$ cat config.mk
export PLATFORM = sky130hd
export DESIGN_NAME = vref_slew_tracker
export DESIGN_NICKNAME = d
export VERILOG_FILES = /design/src/rtl/vrt_pkg.sv /design/src/rtl/vrt_code_deglitch.sv /design/src/rtl/vrt_rate_select.sv /design/src/rtl/vrt_slew_follower.sv /design/src/rtl/vref_slew_tracker.sv
export SDC_FILE = /design/constraint.sdc
export NUM_CORES = 1
export LEC_CHECK = 0
export ABC_AREA = 1
export CAP_MARGIN = 20
export CORE_ASPECT_RATIO = 1.25
export CORE_UTILIZATION = 55
export DETAILED_ROUTE_END_ITERATION = 12
export GPL_TIMING_DRIVEN = 1
export PLACE_DENSITY = 0.85
export SYNTH_ARGS = -nofsm -noshare
export SYNTH_HDL_FRONTEND = slang
export SYNTH_SLANG_ARGS = --single-unit
$ cat constraint.sdc
create_clock -name clk -period 6.84 [get_ports clk]
set_input_delay 1.026 -clock clk [delete_from_list [all_inputs] [get_ports clk]]
set_output_delay 1.026 -clock clk [all_outputs]
set_load 0.02 [all_outputs]
$ cat src/rtl/vrt_pkg.sv
package vrt_pkg;

   typedef enum logic [1:0] {
      XF_BOOT      = 2'd0,
      XF_ENTRY     = 2'd1,
      XF_FAST_EXIT = 2'd2,
      XF_SLOW_EXIT = 2'd3
   } xfer_kind_e;

   // Classify a transition from the boot flag, the move direction and the
   // two sleep-control levels.
   function automatic xfer_kind_e classify_xfer(input logic boot,
                                                input logic going_up,
                                                input logic slp,
                                                input logic stp);
      xfer_kind_e k;
      if (boot)             k = XF_BOOT;
      else if (!going_up)   k = XF_ENTRY;
      else if (!slp)        k = XF_FAST_EXIT;
      else if (stp)         k = XF_SLOW_EXIT;
      else                  k = XF_ENTRY;
      return k;
   endfunction

endpackage

$ cat src/rtl/vrt_code_deglitch.sv
module vrt_code_deglitch #(
   parameter int CODE_W      = 7,
   parameter int KEEPOUT_CYC = 20
) (
   input  logic              clk,
   input  logic              rst_n,
   input  logic [CODE_W-1:0] code_raw,
   output logic              accept,
   output logic              primed,
   output logic              pending
);

   logic [CODE_W-1:0] acc_q;
   logic              primed_q;
   logic              need;

   initial begin
      assert (CODE_W > 0 && CODE_W <= 16) else $fatal(1, "CODE_W out of range");
      assert (KEEPOUT_CYC >= 0) else $fatal(1, "KEEPOUT_CYC negative");
   end

   assign need    = !primed_q || (code_raw != acc_q);
   assign pending = primed_q && (code_raw != acc_q);
   assign primed  = primed_q;

   always_ff @(posedge clk or negedge rst_n) begin
      if (!rst_n) begin
         acc_q    <= '0;
         primed_q <= 1'b0;
      end else if (accept) begin
         acc_q    <= code_raw;
         primed_q <= 1'b1;
      end
   end

   generate
      if (KEEPOUT_CYC == 0) begin : g_direct
         assign accept = need;
      end else begin : g_hold
         localparam int CNT_W = $clog2(KEEPOUT_CYC + 1);
         localparam logic [CNT_W-1:0] CNT_TOP  = CNT_W'(KEEPOUT_CYC);
         localparam logic [CNT_W-1:0] CNT_LAST = CNT_W'(KEEPOUT_CYC - 1);

         logic [CODE_W-1:0] samp_q;
         logic [CNT_W-1:0]  cnt_q;
         logic              stable;
         logic              past_ok_q;

         assign stable = (code_raw == samp_q);
         assign accept = stable && (cnt_q == CNT_LAST) && need;

         always_ff @(posedge clk or negedge rst_n) begin
            if (!rst_n) begin
               samp_q    <= '0;
               cnt_q     <= '0;
               past_ok_q <= 1'b0;
            end else begin
               past_ok_q <= 1'b1;
               if (!stable) begin
                  samp_q <= code_raw;
                  cnt_q  <= '0;
               end else if (cnt_q != CNT_TOP) begin
                  cnt_q <= cnt_q + 1'b1;
               end
            end
         end


         keepout_hold_chk: assert property (@(posedge clk) disable iff (!rst_n)
            (past_ok_q && accept) |-> (code_raw == $past(code_raw)));


         cnt_cap_chk: assert property (@(posedge clk) disable iff (!rst_n)
            cnt_q <= CNT_TOP);
      end
   endgenerate

endmodule

$ cat src/rtl/vrt_rate_select.sv
module vrt_rate_select
   import vrt_pkg::*;
#(
   parameter int MV_W         = 12,
   parameter int BASE_STEP_MV = 5,
   parameter int FAST_MULT    = 3
) (
   input  logic            boot,
   input  logic            going_up,
   input  logic            slp,
   input  logic            stp,
   output logic [MV_W-1:0] step_mv
);

   localparam int FAST_STEP_MV = BASE_STEP_MV * FAST_MULT;

   initial begin
      assert (BASE_STEP_MV > 0) else $fatal(1, "BASE_STEP_MV must be positive");
      assert (FAST_MULT >= 1) else $fatal(1, "FAST_MULT must be at least 1");
      assert (FAST_STEP_MV < (1 << MV_W)) else $fatal(1, "fast step exceeds MV_W");
   end

   xfer_kind_e kind;

   assign kind = classify_xfer(boot, going_up, slp, stp);

   generate
      if (FAST_MULT == 1) begin : g_single_rate
         // One rate for every transition kind; kind still decoded for clarity.
         logic unused_kind;
         assign unused_kind = ^kind;
         assign step_mv = MV_W'(BASE_STEP_MV);
      end else begin : g_dual_rate
         always_comb begin
            unique case (kind)
               XF_FAST_EXIT: step_mv = MV_W'(FAST_STEP_MV);
               XF_BOOT,
               XF_ENTRY,
               XF_SLOW_EXIT: step_mv = MV_W'(BASE_STEP_MV);
               default:      step_mv = MV_W'(BASE_STEP_MV);
            endcase
         end
      end
   endgenerate

endmodule

$ cat src/rtl/vrt_slew_follower.sv
module vrt_slew_follower #(
   parameter int MV_W = 12
) (
   input  logic            clk,
   input  logic            rst_n,
   input  logic            load_direct,
   input  logic            retarget,
   input  logic [MV_W-1:0] new_tgt,
   input  logic [MV_W-1:0] new_step,
   output logic [MV_W-1:0] flw_q,
   output logic [MV_W-1:0] tgt_q,
   output logic            active_q
);

   logic [MV_W-1:0] step_q;
   logic [MV_W-1:0] gap;
   logic [MV_W-1:0] flw_nxt;
   logic            up;
   logic            past_ok_q;

   assign up  = (flw_q < tgt_q);
   assign gap = up ? (tgt_q - flw_q) : (flw_q - tgt_q);

   always_comb begin
      if (gap > step_q) flw_nxt = up ? (flw_q + step_q) : (flw_q - step_q);
      else              flw_nxt = tgt_q;
   end

   always_ff @(posedge clk or negedge rst_n) begin
      if (!rst_n) begin
         flw_q     <= '0;
         tgt_q     <= '0;
         step_q    <= '0;
         active_q  <= 1'b0;
         past_ok_q <= 1'b0;
      end else begin
         past_ok_q <= 1'b1;
         if (load_direct) begin
            flw_q    <= new_tgt;
            tgt_q    <= new_tgt;
            step_q   <= new_step;
            active_q <= 1'b0;
         end else if (retarget) begin
            tgt_q    <= new_tgt;
            step_q   <= new_step;
            active_q <= (new_tgt != flw_q);
         end else if (active_q) begin
            flw_q    <= flw_nxt;
            active_q <= (flw_nxt != tgt_q);
         end
      end
   end


   step_bound_chk: assert property (@(posedge clk) disable iff (!rst_n)
      (past_ok_q && $past(active_q)) |->
         (((flw_q >= $past(flw_q)) ? (flw_q - $past(flw_q))
                                   : ($past(flw_q) - flw_q)) <= $past(step_q)));


   no_overshoot_chk: assert property (@(posedge clk) disable iff (!rst_n)
      (past_ok_q && $past(active_q) && $stable(tgt_q) && ($past(flw_q) <= tgt_q))
         |-> (flw_q <= tgt_q));


   settle_match_chk: assert property (@(posedge clk) disable iff (!rst_n)
      (past_ok_q && $fell(active_q) && !$past(retarget) && !$past(load_direct))
         |-> (flw_q == tgt_q));

endmodule

$ cat src/rtl/vref_slew_tracker.sv
module vref_slew_tracker #(
   parameter int CODE_W       = 7,
   parameter int MV_W         = 12,
   parameter int KEEPOUT_CYC  = 20,
   parameter int BASE_STEP_MV = 5,
   parameter int FAST_MULT    = 3
) (
   input  logic              clk,
   input  logic              rst_n,
   input  logic [CODE_W-1:0] vid_code,
   input  logic [MV_W-1:0]   setpoint_mv,
   input  logic              sleep_ctl,
   input  logic              stop_ctl,
   input  logic              boot_xfer,
   output logic [MV_W-1:0]   vref_mv,
   output logic              xfer_active,
   output logic              force_multi
);

   initial begin
      assert (MV_W >= 4 && MV_W <= 24) else $fatal(1, "MV_W out of range");
   end

   logic            accept;
   logic            primed;
   logic            pending;
   logic            going_up;
   logic [MV_W-1:0] step_sel;
   logic [MV_W-1:0] flw;
   logic [MV_W-1:0] tgt;
   logic            active;
   logic            past_ok_q;

   vrt_code_deglitch #(
      .CODE_W      (CODE_W),
      .KEEPOUT_CYC (KEEPOUT_CYC)
   ) u_deglitch (
      .clk      (clk),
      .rst_n    (rst_n),
      .code_raw (vid_code),
      .accept   (accept),
      .primed   (primed),
      .pending  (pending)
   );

   assign going_up = (setpoint_mv > flw);

   vrt_rate_select #(
      .MV_W         (MV_W),
      .BASE_STEP_MV (BASE_STEP_MV),
      .FAST_MULT    (FAST_MULT)
   ) u_rate (
      .boot     (boot_xfer),
      .going_up (going_up),
      .slp      (sleep_ctl),
      .stp      (stop_ctl),
      .step_mv  (step_sel)
   );

   vrt_slew_follower #(
      .MV_W (MV_W)
   ) u_follow (
      .clk         (clk),
      .rst_n       (rst_n),
      .load_direct (accept && !primed),
      .retarget    (accept && primed),
      .new_tgt     (setpoint_mv),
      .new_step    (step_sel),
      .flw_q       (flw),
      .tgt_q       (tgt),
      .active_q    (active)
   );

   assign vref_mv     = active ? flw : tgt;
   assign xfer_active = active;
   assign force_multi = active || pending;

   always_ff @(posedge clk or negedge rst_n) begin
      if (!rst_n) past_ok_q <= 1'b0;
      else        past_ok_q <= 1'b1;
   end


   steady_hold_chk: assert property (@(posedge clk) disable iff (!rst_n)
      (past_ok_q && !active && !$past(active) && $past(primed))
         |-> $stable(vref_mv));

endmodule

### Yosys cells after proc, flatten, opt, wreduce, memory -nomap -nowiden

Cells that the tools add are included.

* add/sub/neg operators: 5
* $lt $le $gt $ge: 3
* equality and inequality tests: 11
* muxes and demuxes: 21
* reduce and logical (&&, ||, !) cells: 13

Operators with widths (number)
* 12-bit 2-to-1 mux: 11
* 12-bit subtractor: 3
* 12-bit > comparator: 2
* 12-bit inequality test: 2
* 12-bit one-hot mux with 2 select lines: 1
* 12-bit adder: 1
* 12-bit < comparator: 1
* 5-bit 2-to-1 mux: 2
* 2-bit 2-to-1 mux: 4
* 7-bit == test: 1
* 7-bit inequality test: 1
* 5-bit by 1-bit adder with 5-bit output (second input constant): 1
* 5-bit == test (second input constant): 1
* 1-bit logical AND: 5
* 5-bit inequality test (second input constant): 1
* 2-bit == test (second input constant): 2
* 2-bit nonzero test: 2
* 1-bit 2-to-1 mux: 3
* 3-bit OR reduction: 1
* 2-bit by 1-bit == test with 1-bit output (second input constant): 1
* 2-bit zero test: 1
* 1-bit logical OR: 2
* 2-bit by 1-bit inequality test with 1-bit output (second input constant): 1
* 2-bit inequality test (second input constant): 1
* 2 further kinds: 2

* flip-flop bits (word level): 57
* output and inout bits: 14

### Depth between registers and ports, before layout

* word-level depth: 9
* gate-level depth with buffers: 31

### By module

Synthesis repeated with hierarchy kept, for this count alone.

* cells, all modules: 891
* area, all modules: 5967.0 µm²

Modules (own cells, without submodules)
* vrt_slew_follower: instances 1, cells an instance 658, area each 4337.9 µm², seq. area each 925.9 µm²
* vrt_code_deglitch: instances 1, cells an instance 126, area each 1028.5 µm², seq. area each 500.5 µm²
* vref_slew_tracker: instances 1, cells an instance 91, area each 496.7 µm², seq. area each 0.0 µm²
* vrt_rate_select: instances 1, cells an instance 16, area each 103.8 µm², seq. area each 0.0 µm²

### Worst setup path after synthesis

No wires, ideal clock.

* kind: register -> register
* start: register u_follow.flw_q[0]
* end: register u_follow.active_q
* library setup time: 0.122 ns
* data arrival time: 3.739 ns
* required time: 6.718 ns
* slack: 2.979 ns
* stages on the path, launching flop included: 29
* path buffers: 1
* path through: dfrtp_1 -> inv_1 -> ha_1 -> inv_1 -> fa_1 -> nand2_1 -> nand2_2 -> nand3_2 -> nand3_2 -> clkbuf_1 -> nand2_1 -> o21ai_0 -> ha_1 -> nand2_1 -> o21ai_0 -> a21oi_1 -> o21ai_0 -> a21oi_1 -> or2_2 -> nand2_1 -> inv_1 -> nand3_1 -> nand2_1 -> nor2_1 -> nand2_1 -> nor2_1 -> nand2_1 -> nand2_1 -> a21oi_2

* longest elaborated chain between the ends: 8

RTL lines
* from (decl): RTL line vrt_slew_follower.sv:10 `output logic [MV_W-1:0] flw_q,`
* from (signal assigned): RTL line vrt_slew_follower.sv:39 `flw_q <= new_tgt;`
* from (signal assigned): RTL line vrt_slew_follower.sv:48 `flw_q <= flw_nxt;`
* 12-bit subtractor / 12-bit < comparator (equally long branches): RTL line vrt_slew_follower.sv:22, vrt_slew_follower.sv:21
* 12-bit 2-to-1 mux: RTL line vrt_slew_follower.sv:22 `assign gap = up ? (tgt_q - flw_q) : (flw_q - tgt_q);`
* 12-bit > comparator: RTL line vrt_slew_follower.sv:25 `if (gap > step_q) flw_nxt = up ? (flw_q + step_q) : (flw_q - step_q);`
* 12-bit 2-to-1 mux: RTL line vrt_slew_follower.sv:25
* 12-bit inequality test: RTL line vrt_slew_follower.sv:49 `active_q <= (flw_nxt != tgt_q);`
* 1-bit 2-to-1 mux: RTL line vrt_slew_follower.sv:47 `end else if (active_q) begin`
* 1-bit 2-to-1 mux (*): RTL line vrt_slew_follower.sv:43 `end else if (retarget) begin`
* 1-bit 2-to-1 mux (*): RTL line vrt_slew_follower.sv:38 `if (load_direct) begin`
* to (signal assigned): RTL line vrt_slew_follower.sv:46 `active_q <= (new_tgt != flw_q);`
* to (signal assigned): RTL line vrt_slew_follower.sv:49
* to (decl): RTL line vrt_slew_follower.sv:12 `output logic active_q`

Every way passes the cells marked *; elsewhere a longest branch is shown, timed or not.
A chain may end at the register's enable or synchronous reset.

### Final worst setup path

Same ends and word-level chain as after synthesis.

==> impl_metrics.toml <==
[setup_path]
critPathRequiredTime_ns = 7.03
crit_path_end_kind = "flip-flop"
cp_max_fo = 17
worstPathArrival_ns = 4.98
cp-start-kind = "flip-flop"
crit_type = "reg2reg"

[clocking]
cts_buffers = 5
cts_sinks = 47
clk_latency_ns = 0.31
cts_setup_buffers = 0
cts_tree = "yes"
cts.clk_slew.worst_paths_ns = 0.09
holdBufCountCts = 0
h-tree-depth = 2
root_buffer = "clkbuf_8"
clockBufferDepth = 2
cts_resized = 0

[global_routing]
antenna_found_initial = 0
use_met2_pct = 50.6
use_met1_pct = 32.9
grt-ovfl-total = 0
grt_usage_pct = 28.0
met3_usage_pct = 2.23
grt-busiest-layer = "met2"
grt_pass1_vias = 4564
grt_max_degree = 48
grt_pass1_wl_um = 20400

[power]
intPower_w = 0.00110
ir_worst_vdd_mv = 0.232
power.switching_w = 0.00122
leakagePower_nw = 2.87
clockPowerShare_pct = 7.1
seqPwrFrac_pct = 16.4
power_density_nw_per_um2 = 437
combPwrFrac_pct = 76.5
p_sw_share_pct = 52.5

[hold_path]
hold_class = "reg2reg"

[placement]
dp_cells = 855
port_buffers = 36
gp_congestion = 0.927
dp_hpwl_um = 9590

[timing]
finalHoldViolCount = 0
timing.slew.headroom_pct = 45.3
fin_crit_ns = 4.78
finalCritPeriodShare_pct = 69.9
setup_violations = 0
worst_pin_slew_ns = 0.821
finalSetupTns_ns = 0
drv_slew = 0
fmax_mhz = 209
skew_ns = 0.0139
rsz0062_at_grt = "no"

[synth]
synth_enable_flop_cells = 0
synth_area_leaders = "dfrtp_1 24%, nand2_1 16%, ha_1 14%, inv_1 8.1%, nand3_1 5.1%"
yosysSeqAreaShare_pct = 24.3
yosysUniqueCellTypes = 42
netlist_area_um2 = 4850
syn_area_per_cell_um2 = 6.67
syn_nets = 810
ys_ff_latch = 47
post-synth-top-count-cell = "nand2_1"
netlist_top_cells_count = "203 x nand2_1, 105 x inv_1, 56 x ha_1"
netlist.area_leader.share_pct = 24.3
synth-warning-count = 0
synthCells = 727
yosys.area.top_type = "dfrtp_1"
synth_ff_type = "dfrtp_1"
async_reset_ff_share_pct = 100

[detailed_routing]
vias_per_cell = 5.44
drt-total-wl_um = 12100
post-route-drc-count = 0
wl_per_cell_um = 14.0
final_antenna_net_count = 0
drt_iter0_markers = 287
num_vias = 4698
dr.pass1.iters = 5

[floorplan]
num_rows = 37
die_w_um = 86.0
initial_utilization_pct = 57.9
die_h_um = 107
ios = 38
die_area_um2 = 9200
core_um2 = 8380

[finish]
finish.utilization_pct = 63.5
num-nets-final = 829
fill_cells = 769
layoutNonFillerInstCount = 864
insertedDiodeCount = 0
layout-drive-gt1-share_pct = 3.88
area_growth_syn_to_layout_pct = 9.68

[run]
drv_cap = 0

[status]
status = "completed"
per-layer routing:
layer	part of all wire (%)	wire length, um
met5	0	0
met4	3.5	421
met3	4.1	490
met2	50	6020
met1	42	5120
cell families (layout without fill, tap and decap cells):
logic type,count (synthesis),in the layout,synth area share [%]
buffers and inverters,134,154,11.4
xor gates and xnor gates,26,26,4.70
adders and majority gates,59,59,15.7
AOI/OAI and AO/OA,124,124,14.5
and+or+nand+nor,337,337,29.5
DFF,47,47,24.3
power by group through the flow:
stage	clock (W)	sequential, W	combinational [W]
finish	0.000166	0.000380	0.00178
detailed placement	0	0.000384	0.00174
floorplan	0	0.000367	0.00135
global placement	0	0.000384	0.00168
global route	0.000176	0.000387	0.00200
CTS	0.000169	0.000378	0.00176
state kept, by name, summed over array words and instances (netlist names):
name and count:
u_deglitch.primed 1, u_deglitch.g_hold.cnt_q 5, u_follow.active_q 1, u_deglitch.acc_q 7, u_follow.tgt_q 12, u_follow.step_q 2, u_follow.flw_q 12, u_deglitch.g_hold.samp_q 7
stage by stage:
stage | power (W) | cell area [um^2] | worst slack, ns | hold WS, ns
finish | 0.00232 | 5320 | 2.06 | 0.509
global route | 0.00256 | 5320 | 1.63 | 0.547
CTS | 0.00230 | 5300 | 2.13 | 0.512
detailed placement | 0.00213 | 5220 | 2.14 | 0.489
global placement | 0.00206 | 5220 | 2.21 | 0.480
floorplan | 0.00172 | 4850 | 2.98 | 0.463
worst paths after layout:
path / start / endpoint / slack [ns] / cells after the start
setup / recovery: u_follow.flw_q[0] / u_follow.active_q / 2.06 / 27
hold / removal: u_deglitch.acc_q[1] / u_deglitch.acc_q[1] / 0.51 / 2
setup reg to reg: u_follow.flw_q[0] / u_follow.active_q / 2.06 / 27
hold reg to reg: u_deglitch.acc_q[1] / u_deglitch.acc_q[1] / 0.51 / 2
max in group asynchronous: rst_n / u_follow.tgt_q[7] / 5.77 / 2
min in group asynchronous: rst_n / u_follow.tgt_q[11] / 0.58 / 1
worst max-delay path, cell delays in order, from the launching register on:
cell and delay [ns]:
dfrtp_1 0.42, inv_1 0.14, ha_1 0.16, inv_1 0.06, fa_1 0.46, nand2_1 0.12, nand2_2 0.09, nand3_2 0.09
nand3_2 0.27, nand2_1 0.17, o21ai_0 0.14, ha_1 0.31, nand2_1 0.05, o21ai_0 0.46, a21oi_1 0.18, o21ai_0 0.39
a21oi_1 0.14, or2_2 0.30, nand2_1 0.10, inv_1 0.05, nand3_1 0.06, nand2_1 0.09, nor2_1 0.09, nand2_1 0.05
nor2_1 0.08, nand2_1 0.06, nand2_1 0.07, a21oi_2 0.06
placed cells by master, fill, tap and decap left out, types with 3 or more instances in the layout:
| master | instances |
|---|---|
| xnor2_1 | 13 |
| inv_1 | 105 |
| o21bai_1 | 4 |
| a21oi_1 | 35 |
| a211oi_1 | 8 |
| dfrtp_1 | 47 |
| fa_1 | 3 |
| clkdlybuf4s50_1 | 35 |
| o211ai_1 | 5 |
| nand3_1 | 49 |
| o21ai_0 | 41 |
| xor2_1 | 13 |
| o22ai_1 | 4 |
| or2_2 | 4 |
| nand4_1 | 7 |
| a21o_1 | 3 |
| nand2_2 | 4 |
| nor2_1 | 53 |
| clkbuf_8 | 5 |
| nand2_1 | 203 |
| nor3_1 | 3 |
| nand3b_1 | 3 |
| ha_1 | 56 |
| o21ai_1 | 16 |
layout make-up:
| class | instances | area, um^2 | area share, % |
|---|---|---|---|
| Multi-Input combinational cell | 546 | 3120 | 58.7 |
| Sequential cell | 47 | 1180 | 22.1 |
| Clock inverter | 1 | 5.00 | 0.0941 |
| Tap cell | 117 | 146 | 2.75 |
| Inverter | 107 | 402 | 7.55 |
| Clock buffer | 7 | 76.3 | 1.44 |
| Timing Repair Buffer | 39 | 390 | 7.34 |
Note: power is estimated with default switching activity, not from simulation.
